[config.mk]
export PLATFORM = sky130hd
export DESIGN_NAME = frame_sync_rx
export DESIGN_NICKNAME = d
export VERILOG_FILES = /design/src/rtl/fsr_pkg.sv /design/src/rtl/fsr_sync_detect.sv /design/src/rtl/fsr_realign.sv /design/src/rtl/fsr_crc_acc.sv /design/src/rtl/fsr_idle_timer.sv /design/src/rtl/frame_sync_rx.sv
export SDC_FILE = /design/constraint.sdc
export NUM_CORES = 1
export LEC_CHECK = 0
export ABC_AREA = 0
export BUFFER_PORTS_ARGS = -buffer_cell sky130_fd_sc_hd__buf_2
export CORE_ASPECT_RATIO = 2
export CORE_MARGIN = 2
export CORE_UTILIZATION = 54
export CTS_CLUSTER_SIZE = 12
export DETAILED_ROUTE_END_ITERATION = 6
export GPL_TIMING_DRIVEN = 0
export PLACE_DENSITY = 0.76
export SETUP_SLACK_MARGIN = 0.05
export SYNTH_ARGS = -nofsm -noshare
export SYNTH_HDL_FRONTEND = slang
export SYNTH_SLANG_ARGS = --single-unit
[constraint.sdc]
create_clock -name clk -period 3.2 [get_ports clk]
set_input_delay 0.16 -clock clk [delete_from_list [all_inputs] [get_ports clk]]
set_output_delay 0.16 -clock clk [all_outputs]
set_load 0.005 [all_outputs]
[src/rtl/fsr_pkg.sv]
package fsr_pkg;

  typedef enum logic [2:0] {
    ST_IDLE = 3'd0,
    ST_HUNT = 3'd1,
    ST_LEN  = 3'd2,
    ST_DATA = 3'd3,
    ST_CHK  = 3'd4,
    ST_FULL = 3'd5
  } rx_state_e;

  localparam logic [15:0] SYNC_WORD = 16'hB24D;
  localparam logic [15:0] CRC_POLY  = 16'h1021;

  // One byte of CRC update, MSB first
  function automatic logic [15:0] crc_byte(input logic [15:0] cin, input logic [7:0] din);
    logic [15:0] r;
    r = cin ^ {din, 8'h00};
    for (int i = 0; i < 8; i++) begin
      r = r[15] ? ((r << 1) ^ CRC_POLY) : (r << 1);
    end
    return r;
  endfunction

endpackage

[src/rtl/fsr_sync_detect.sv]
module fsr_sync_detect
  import fsr_pkg::*;
(
  input  logic [15:0] sreg,
  input  logic [7:0]  cur_rev,
  output logic        hit,
  output logic [2:0]  hit_off,
  output logic [15:0] sreg_shift
);

  logic [23:0] acc;
  logic [23:0] win;

  assign acc        = {sreg, cur_rev};
  assign sreg_shift = acc[15:0];

  // Scan downward so that the earliest matching bit position wins
  always_comb begin
    hit     = 1'b0;
    hit_off = 3'd0;
    win     = '0;
    for (int k = 7; k >= 0; k--) begin
      win = acc >> (7 - k);
      if (win[15:0] == SYNC_WORD) begin
        hit     = 1'b1;
        hit_off = 3'(k + 1);
      end
    end
  end

endmodule

[src/rtl/fsr_realign.sv]
module fsr_realign (
  input  logic [7:0] prev_rev,
  input  logic [7:0] cur_rev,
  input  logic [2:0] off,
  output logic [7:0] byte_out
);

  logic [15:0] pair;
  logic [2:0]  sh;
  logic [15:0] shifted;

  assign pair     = {prev_rev, cur_rev};
  assign sh       = 3'd0 - off;
  assign shifted  = pair >> sh;
  assign byte_out = shifted[7:0];

endmodule

[src/rtl/fsr_crc_acc.sv]
module fsr_crc_acc
  import fsr_pkg::*;
(
  input  logic        clk,
  input  logic        rst_n,
  input  logic        clr,
  input  logic        en,
  input  logic [7:0]  din,
  output logic [15:0] crc_q,
  output logic [15:0] crc_nxt
);

  logic [15:0] crc_d;

  assign crc_nxt = crc_byte(crc_q, din);

  always_comb begin
    crc_d = crc_q;
    if (clr)     crc_d = '0;
    else if (en) crc_d = crc_nxt;
  end

  always_ff @(posedge clk or negedge rst_n) begin
    if (!rst_n) crc_q <= '0;
    else        crc_q <= crc_d;
  end

endmodule

[src/rtl/fsr_idle_timer.sv]
module fsr_idle_timer #(
  parameter int TMR_W = 16
) (
  input  logic             clk,
  input  logic             rst_n,
  input  logic             clr,
  input  logic             run,
  input  logic [TMR_W-1:0] limit,
  output logic             expired
);

  logic [TMR_W-1:0] cnt_q, cnt_d;
  logic             exp_q, exp_d;

  always_comb begin
    cnt_d = cnt_q;
    exp_d = exp_q;
    if (clr) begin
      cnt_d = '0;
      exp_d = 1'b0;
    end else if (!run) begin
      cnt_d = '0;
    end else if (!exp_q) begin
      if (cnt_q >= limit) exp_d = 1'b1;
      else                cnt_d = cnt_q + TMR_W'(1);
    end
  end

  always_ff @(posedge clk or negedge rst_n) begin
    if (!rst_n) begin
      cnt_q <= '0;
      exp_q <= 1'b0;
    end else begin
      cnt_q <= cnt_d;
      exp_q <= exp_d;
    end
  end

  assign expired = exp_q;

endmodule

[src/rtl/frame_sync_rx.sv]
module frame_sync_rx
  import fsr_pkg::*;
#(
  parameter int ADDR_W = 9,
  parameter int TMR_W  = 16
) (
  input  logic              clk,
  input  logic              rst_n,
  input  logic              in_valid,
  input  logic [7:0]        in_data,
  input  logic              frame_clear,
  input  logic [TMR_W-1:0]  idle_limit,
  output logic              wr_en,
  output logic [1:0]        wr_lanes,
  output logic [ADDR_W-1:0] wr_addr,
  output logic [15:0]       wr_data,
  output logic [ADDR_W-1:0] frame_len,
  output logic [2:0]        rx_state,
  output logic [2:0]        bit_offset,
  output logic              frame_done,
  output logic              crc_good,
  output logic              idle_timeout
);

  localparam int BYTE_W = 8;
  localparam logic [ADDR_W-1:0] LEN_POS   = ADDR_W'(2);
  localparam logic [ADDR_W-1:0] FRAME_OVH = ADDR_W'(4);
  localparam logic [BYTE_W-1:0] CHK_BYTES = BYTE_W'(2);

  // Reset: asserted asynchronously, released synchronously
  logic [1:0] rst_pipe;
  logic       rst_int_n;

  always_ff @(posedge clk or negedge rst_n) begin
    if (!rst_n) rst_pipe <= 2'b00;
    else        rst_pipe <= {rst_pipe[0], 1'b1};
  end
  assign rst_int_n = rst_pipe[1];

  // Earliest bit moved to the MSB
  logic [BYTE_W-1:0] cur_rev;
  for (genvar gi = 0; gi < BYTE_W; gi++) begin : g_rev
    assign cur_rev[gi] = in_data[BYTE_W-1-gi];
  end

  rx_state_e         state_q, state_d;
  logic [15:0]       sreg_q, sreg_d;
  logic [BYTE_W-1:0] prev_q, prev_d;
  logic [2:0]        off_q, off_d;
  logic [ADDR_W-1:0] pos_q, pos_d;
  logic [BYTE_W-1:0] remain_q, remain_d;
  logic [ADDR_W-1:0] flen_q, flen_d;
  logic              good_q, good_d;
  logic              wen_q, wen_d;
  logic [1:0]        lanes_q, lanes_d;
  logic [ADDR_W-1:0] waddr_q, waddr_d;
  logic [15:0]       wdata_q, wdata_d;

  logic              hit;
  logic [2:0]        hit_off;
  logic [15:0]       sreg_shift;
  logic [BYTE_W-1:0] aligned;
  logic [BYTE_W-1:0] len_clamp;
  logic              crc_clr, crc_en;
  logic [15:0]       crc_q, crc_nxt;

  fsr_sync_detect u_detect (
    .sreg       (sreg_q),
    .cur_rev    (cur_rev),
    .hit        (hit),
    .hit_off    (hit_off),
    .sreg_shift (sreg_shift)
  );

  fsr_realign u_align (
    .prev_rev (prev_q),
    .cur_rev  (cur_rev),
    .off      (off_q),
    .byte_out (aligned)
  );

  fsr_crc_acc u_crc (
    .clk     (clk),
    .rst_n   (rst_int_n),
    .clr     (crc_clr),
    .en      (crc_en),
    .din     (aligned),
    .crc_q   (crc_q),
    .crc_nxt (crc_nxt)
  );

  fsr_idle_timer #(.TMR_W(TMR_W)) u_timer (
    .clk     (clk),
    .rst_n   (rst_int_n),
    .clr     (frame_clear),
    .run     (state_q == ST_IDLE),
    .limit   (idle_limit),
    .expired (idle_timeout)
  );

  assign len_clamp = (aligned <= BYTE_W'(1)) ? BYTE_W'(1) : aligned;

  always_comb begin
    state_d  = state_q;
    sreg_d   = sreg_q;
    prev_d   = prev_q;
    off_d    = off_q;
    pos_d    = pos_q;
    remain_d = remain_q;
    flen_d   = flen_q;
    good_d   = good_q;
    wen_d    = 1'b0;
    lanes_d  = 2'b01;
    waddr_d  = pos_q;
    wdata_d  = {8'h00, aligned};
    crc_clr  = 1'b0;
    crc_en   = 1'b0;
    if (frame_clear) begin
      state_d  = ST_IDLE;
      sreg_d   = '0;
      off_d    = '0;
      pos_d    = '0;
      remain_d = '0;
      flen_d   = '0;
      good_d   = 1'b0;
      crc_clr  = 1'b1;
    end else if (in_valid) begin
      case (state_q)
        ST_IDLE: begin
          if (in_data != '0) begin
            sreg_d  = {8'h00, cur_rev};
            state_d = ST_HUNT;
          end
        end
        ST_HUNT: begin
          if (in_data == '0) begin
            state_d = ST_IDLE;
            sreg_d  = '0;
          end else if (hit) begin
            state_d = ST_LEN;
            off_d   = hit_off;
            prev_d  = cur_rev;
            pos_d   = LEN_POS;
            sreg_d  = '0;
            wen_d   = 1'b1;
            lanes_d = 2'b11;
            waddr_d = '0;
            wdata_d = {SYNC_WORD[7:0], SYNC_WORD[15:8]};
            crc_clr = 1'b1;
          end else begin
            sreg_d = sreg_shift;
          end
        end
        ST_LEN: begin
          wen_d  = 1'b1;
          crc_en = 1'b1;
          prev_d = cur_rev;
          pos_d  = pos_q + ADDR_W'(1);
          flen_d = ADDR_W'(len_clamp) + FRAME_OVH;
          if (aligned <= BYTE_W'(1)) begin
            state_d  = ST_CHK;
            remain_d = CHK_BYTES;
          end else begin
            state_d  = ST_DATA;
            remain_d = aligned - BYTE_W'(1);
          end
        end
        ST_DATA: begin
          wen_d    = 1'b1;
          crc_en   = 1'b1;
          prev_d   = cur_rev;
          pos_d    = pos_q + ADDR_W'(1);
          remain_d = remain_q - BYTE_W'(1);
          if (remain_q == BYTE_W'(1)) begin
            state_d  = ST_CHK;
            remain_d = CHK_BYTES;
          end
        end
        ST_CHK: begin
          wen_d    = 1'b1;
          crc_en   = 1'b1;
          prev_d   = cur_rev;
          pos_d    = pos_q + ADDR_W'(1);
          remain_d = remain_q - BYTE_W'(1);
          if (remain_q == BYTE_W'(1)) begin
            state_d = ST_FULL;
            good_d  = (crc_nxt == 16'h0000);
          end
        end
        default: begin
          state_d = state_q;
        end
      endcase
    end
  end

  always_ff @(posedge clk or negedge rst_int_n) begin
    if (!rst_int_n) begin
      state_q  <= ST_IDLE;
      sreg_q   <= '0;
      prev_q   <= '0;
      off_q    <= '0;
      pos_q    <= '0;
      remain_q <= '0;
      flen_q   <= '0;
      good_q   <= 1'b0;
      wen_q    <= 1'b0;
      lanes_q  <= 2'b00;
      waddr_q  <= '0;
      wdata_q  <= '0;
    end else begin
      state_q  <= state_d;
      sreg_q   <= sreg_d;
      prev_q   <= prev_d;
      off_q    <= off_d;
      pos_q    <= pos_d;
      remain_q <= remain_d;
      flen_q   <= flen_d;
      good_q   <= good_d;
      wen_q    <= wen_d;
      lanes_q  <= lanes_d;
      waddr_q  <= waddr_d;
      wdata_q  <= wdata_d;
    end
  end

  assign wr_en      = wen_q;
  assign wr_lanes   = lanes_q;
  assign wr_addr    = waddr_q;
  assign wr_data    = wdata_q;
  assign frame_len  = flen_q;
  assign rx_state   = state_q;
  assign bit_offset = off_q;
  assign frame_done = (state_q == ST_FULL);
  assign crc_good   = good_q;

endmodule

==> reports/metrics.csv <==
metric,value,unit
setup.worst_path.end,remain_q[7],
viasPerCell,6.19,
dp_slack,-0.667,ns
reg2reg_from,bit_offset[0],
pwr_density_cell,431,mW/mm^2
rrSetupSlack,0.11,ns
p_leak,3.63,nW
peakVddDrop,279,uV
area_growth,16.4,%
drive_above_1_share,22.2,%
crit_fanout,10,
outcome,"finished, final reports clean",
antenna_cells,0,
final_common_cell,dfrtp_1,
root_buffer,clkbuf_16,
synth_area,0.00662,sq mm
path_clk_slew,0.08,ns
power.total,3.32,mW
hold-worst-slack,0.106,ns
port_buffers,65,
grt_pass1_wl,27500,um
fin_ws,0.107,ns
rr_endpoint,remain_q[7],
ant_nets,0,
die_w,82.3,um
num_rows,57,
clock_latency,0.36,ns
initialDrtViolationCount,323,
yosys.area.top_type,dfrtp_1,
arrival,3.32,ns
ios,74,
fin_skew,0.0120,ns
final_nets,790,
yosysSeqAreaShare,41.6,%
async_flop_share,100,%
cts_tree,yes,
ys_ff_latch,110,
period_minus_slack,3.09,ns
wl,17400,um
cp-startpoint,bit_offset[0],
setup_viol,0,
dieArea,0.0132,sq mm
rsz0062_at_grt,no,
final-hold-violation-count,0,
crit_type,flop to flop,
maxSlewHeadroom,44.0,%
vias,5508,
dpl.hpwl,12700,um
finalCritPeriodShare,96.7,%
setup.worst_path.end_class,flop,
tightest_slew,0.832,ns
max_cap_violations,0,
synth_top_cell_area_share,41.6,%
fmax,323,MHz
hold_class,input pin to asynchronous set/reset pin,
drc,0,
synth-edff-count,0,
dr.pass1.iters,5,
yosysWarnings,0,
layout_common_cells,"108 x dfrtp_1, 68 x buf_2, 60 x nand2_1",
synthCells,640,
htreeDepth,3,
clock-sinks,110,
fin_util,63.9,%
coreArea,0.0121,sq mm
grt_overflow,0,
place_congestion,0.917,
cts_buffers,9,
fp.dieH,161,um
track_usage,27.5,%
clockBufferDepth,2,
worstRegToRegCells,12,
avgSynthCellArea,10.3,sq um
yosys.cell_types.count,69,
start_util,54.9,%
worstSetupStartpointType,flop,
antenna_found_initial,0,
grt_pass1_vias,5602,
grt_max_degree,71,
wl_per_cell,19.6,um
ys.flop_type,dfrtp_1,
report.final.slew_viol_count,0,
netlist_top_cells_area,"dfrtp_1 42%, ha_1 4.5%, a22o_1 4.1%",
cp.required,3.42,ns
## flip-flops by register name, summed over array words and instances, names as in the netlist, 2 cells and up
register and count:
wr_data 9, rst_pipe 2, remain_q 8, sreg_q 15, pos_q 9, frame_len 9, u_crc.crc_q 16, prev_q 7
u_timer.cnt_q 16, bit_offset 3, wr_addr 9, rx_state 3
## power by group
part,switching (mW),internal (mW)
clock network,0.541,0.643
registers,0.0954,1.47
logic,0.318,0.253
total,0.954,2.37
## worst max-delay path, cell delays in order (launching register included)
cell and delay [ns]:
dfrtp_2 0.40, buf_12 0.15, inv_1 0.08, ha_4 0.29, buf_6 0.15, mux4_2 0.56
mux2i_4 0.21, ha_2 0.23, o211ai_1 0.14, nor2_2 0.23, and3b_1 0.21, o21ai_1 0.19
o211ai_1 0.11
## per-stage QoR
step | area [sq um] | TNS (ns) | instances
final | 7700 | 0 | 890
after global routing | 7700 | 0 | 890
after CTS | 7650 | 0 | 887
after detailed placement | 7170 | -6.53 | 857
after global placement | 7140 | -4.87 | 856
after floorplan | 6630 | 0 | 644
## area by class of cell
class / count / area [sq um]
tap: 147 / 184
fill: 973 / 4350
multi-input combinational: 469 / 3640
clock buffer: 10 / 239
clock inverter: 6 / 80.1
timing repair buffer: 83 / 495
sequential: 110 / 2760
buffer: 37 / 204
inverter: 28 / 105
## worst min-delay path by stage
stage / startpoint / to / slack [ns] / cells past startpoint
2_1_floorplan: rst_n / rst_pipe[0] / -0.14 / 0
3_3_place_gp: rst_n / rst_pipe[0] / -0.05 / 1
3_5_place_dp: rst_n / rst_pipe[0] / -0.05 / 1
4_1_cts: rst_n / rst_pipe[1] / 0.11 / 2
5_1_grt: rst_n / rst_pipe[1] / 0.11 / 2
6_report: rst_n / rst_pipe[1] / 0.11 / 2
## cell families after synthesis
logic type | count (synthesis) | share of synthesized area (%)
other | 2 | 0.113
AND/OR/NAND/NOR | 231 | 18.7
multiplexers | 51 | 11.4
adder cells (fa/ha/maj) | 24 | 4.54
buffers and inverters | 65 | 4.44
flip-flops | 110 | 41.6
XOR/XNOR | 35 | 6.11
AO/OA/AOI/OAI | 122 | 13.1
## synthesized netlist by cell type, types with 8 or more instances
master / instances
nand4_1: 13
mux4_2: 9
xor2_1: 18
xnor2_2: 8
mux2_2: 8
buf_4: 8
ha_1: 24
nand2b_1: 21
a21oi_1: 32
nor2b_1: 13
a22o_1: 31
nand3_1: 21
dfrtp_1: 110
mux2i_1: 24
o21ai_0: 17
clkbuf_1: 21
nand2_1: 60
nor2_1: 42
inv_1: 27
and3_1: 11
## routing by layer
| layer | GRT usage (%) | routed length (um) | vias up | part of all wire, % |
|---|---|---|---|---|
| met4 | 17.6 | 1130 | 0 | 6.5 |
| met1 | 28.1 | 5910 | 2724 | 34 |
| met5 | 0 | 0 | - | 0 |
| li1 | - | - | 2499 | - |
| met2 | 49.4 | 9650 | 211 | 55 |
| met3 | 4.04 | 708 | 74 | 4.1 |
## timing repair
action / in CTS / in global routing
setup buffers: 13 / 3
resized for setup: 8 / 7
hold endpoints to repair: 2 / 0
endpoints found under the setup margin: 22 / 14
pin swaps: 3 / 2
hold buffers: 1 / 0
No activity file was read; power rests on OpenSTA's default activity.
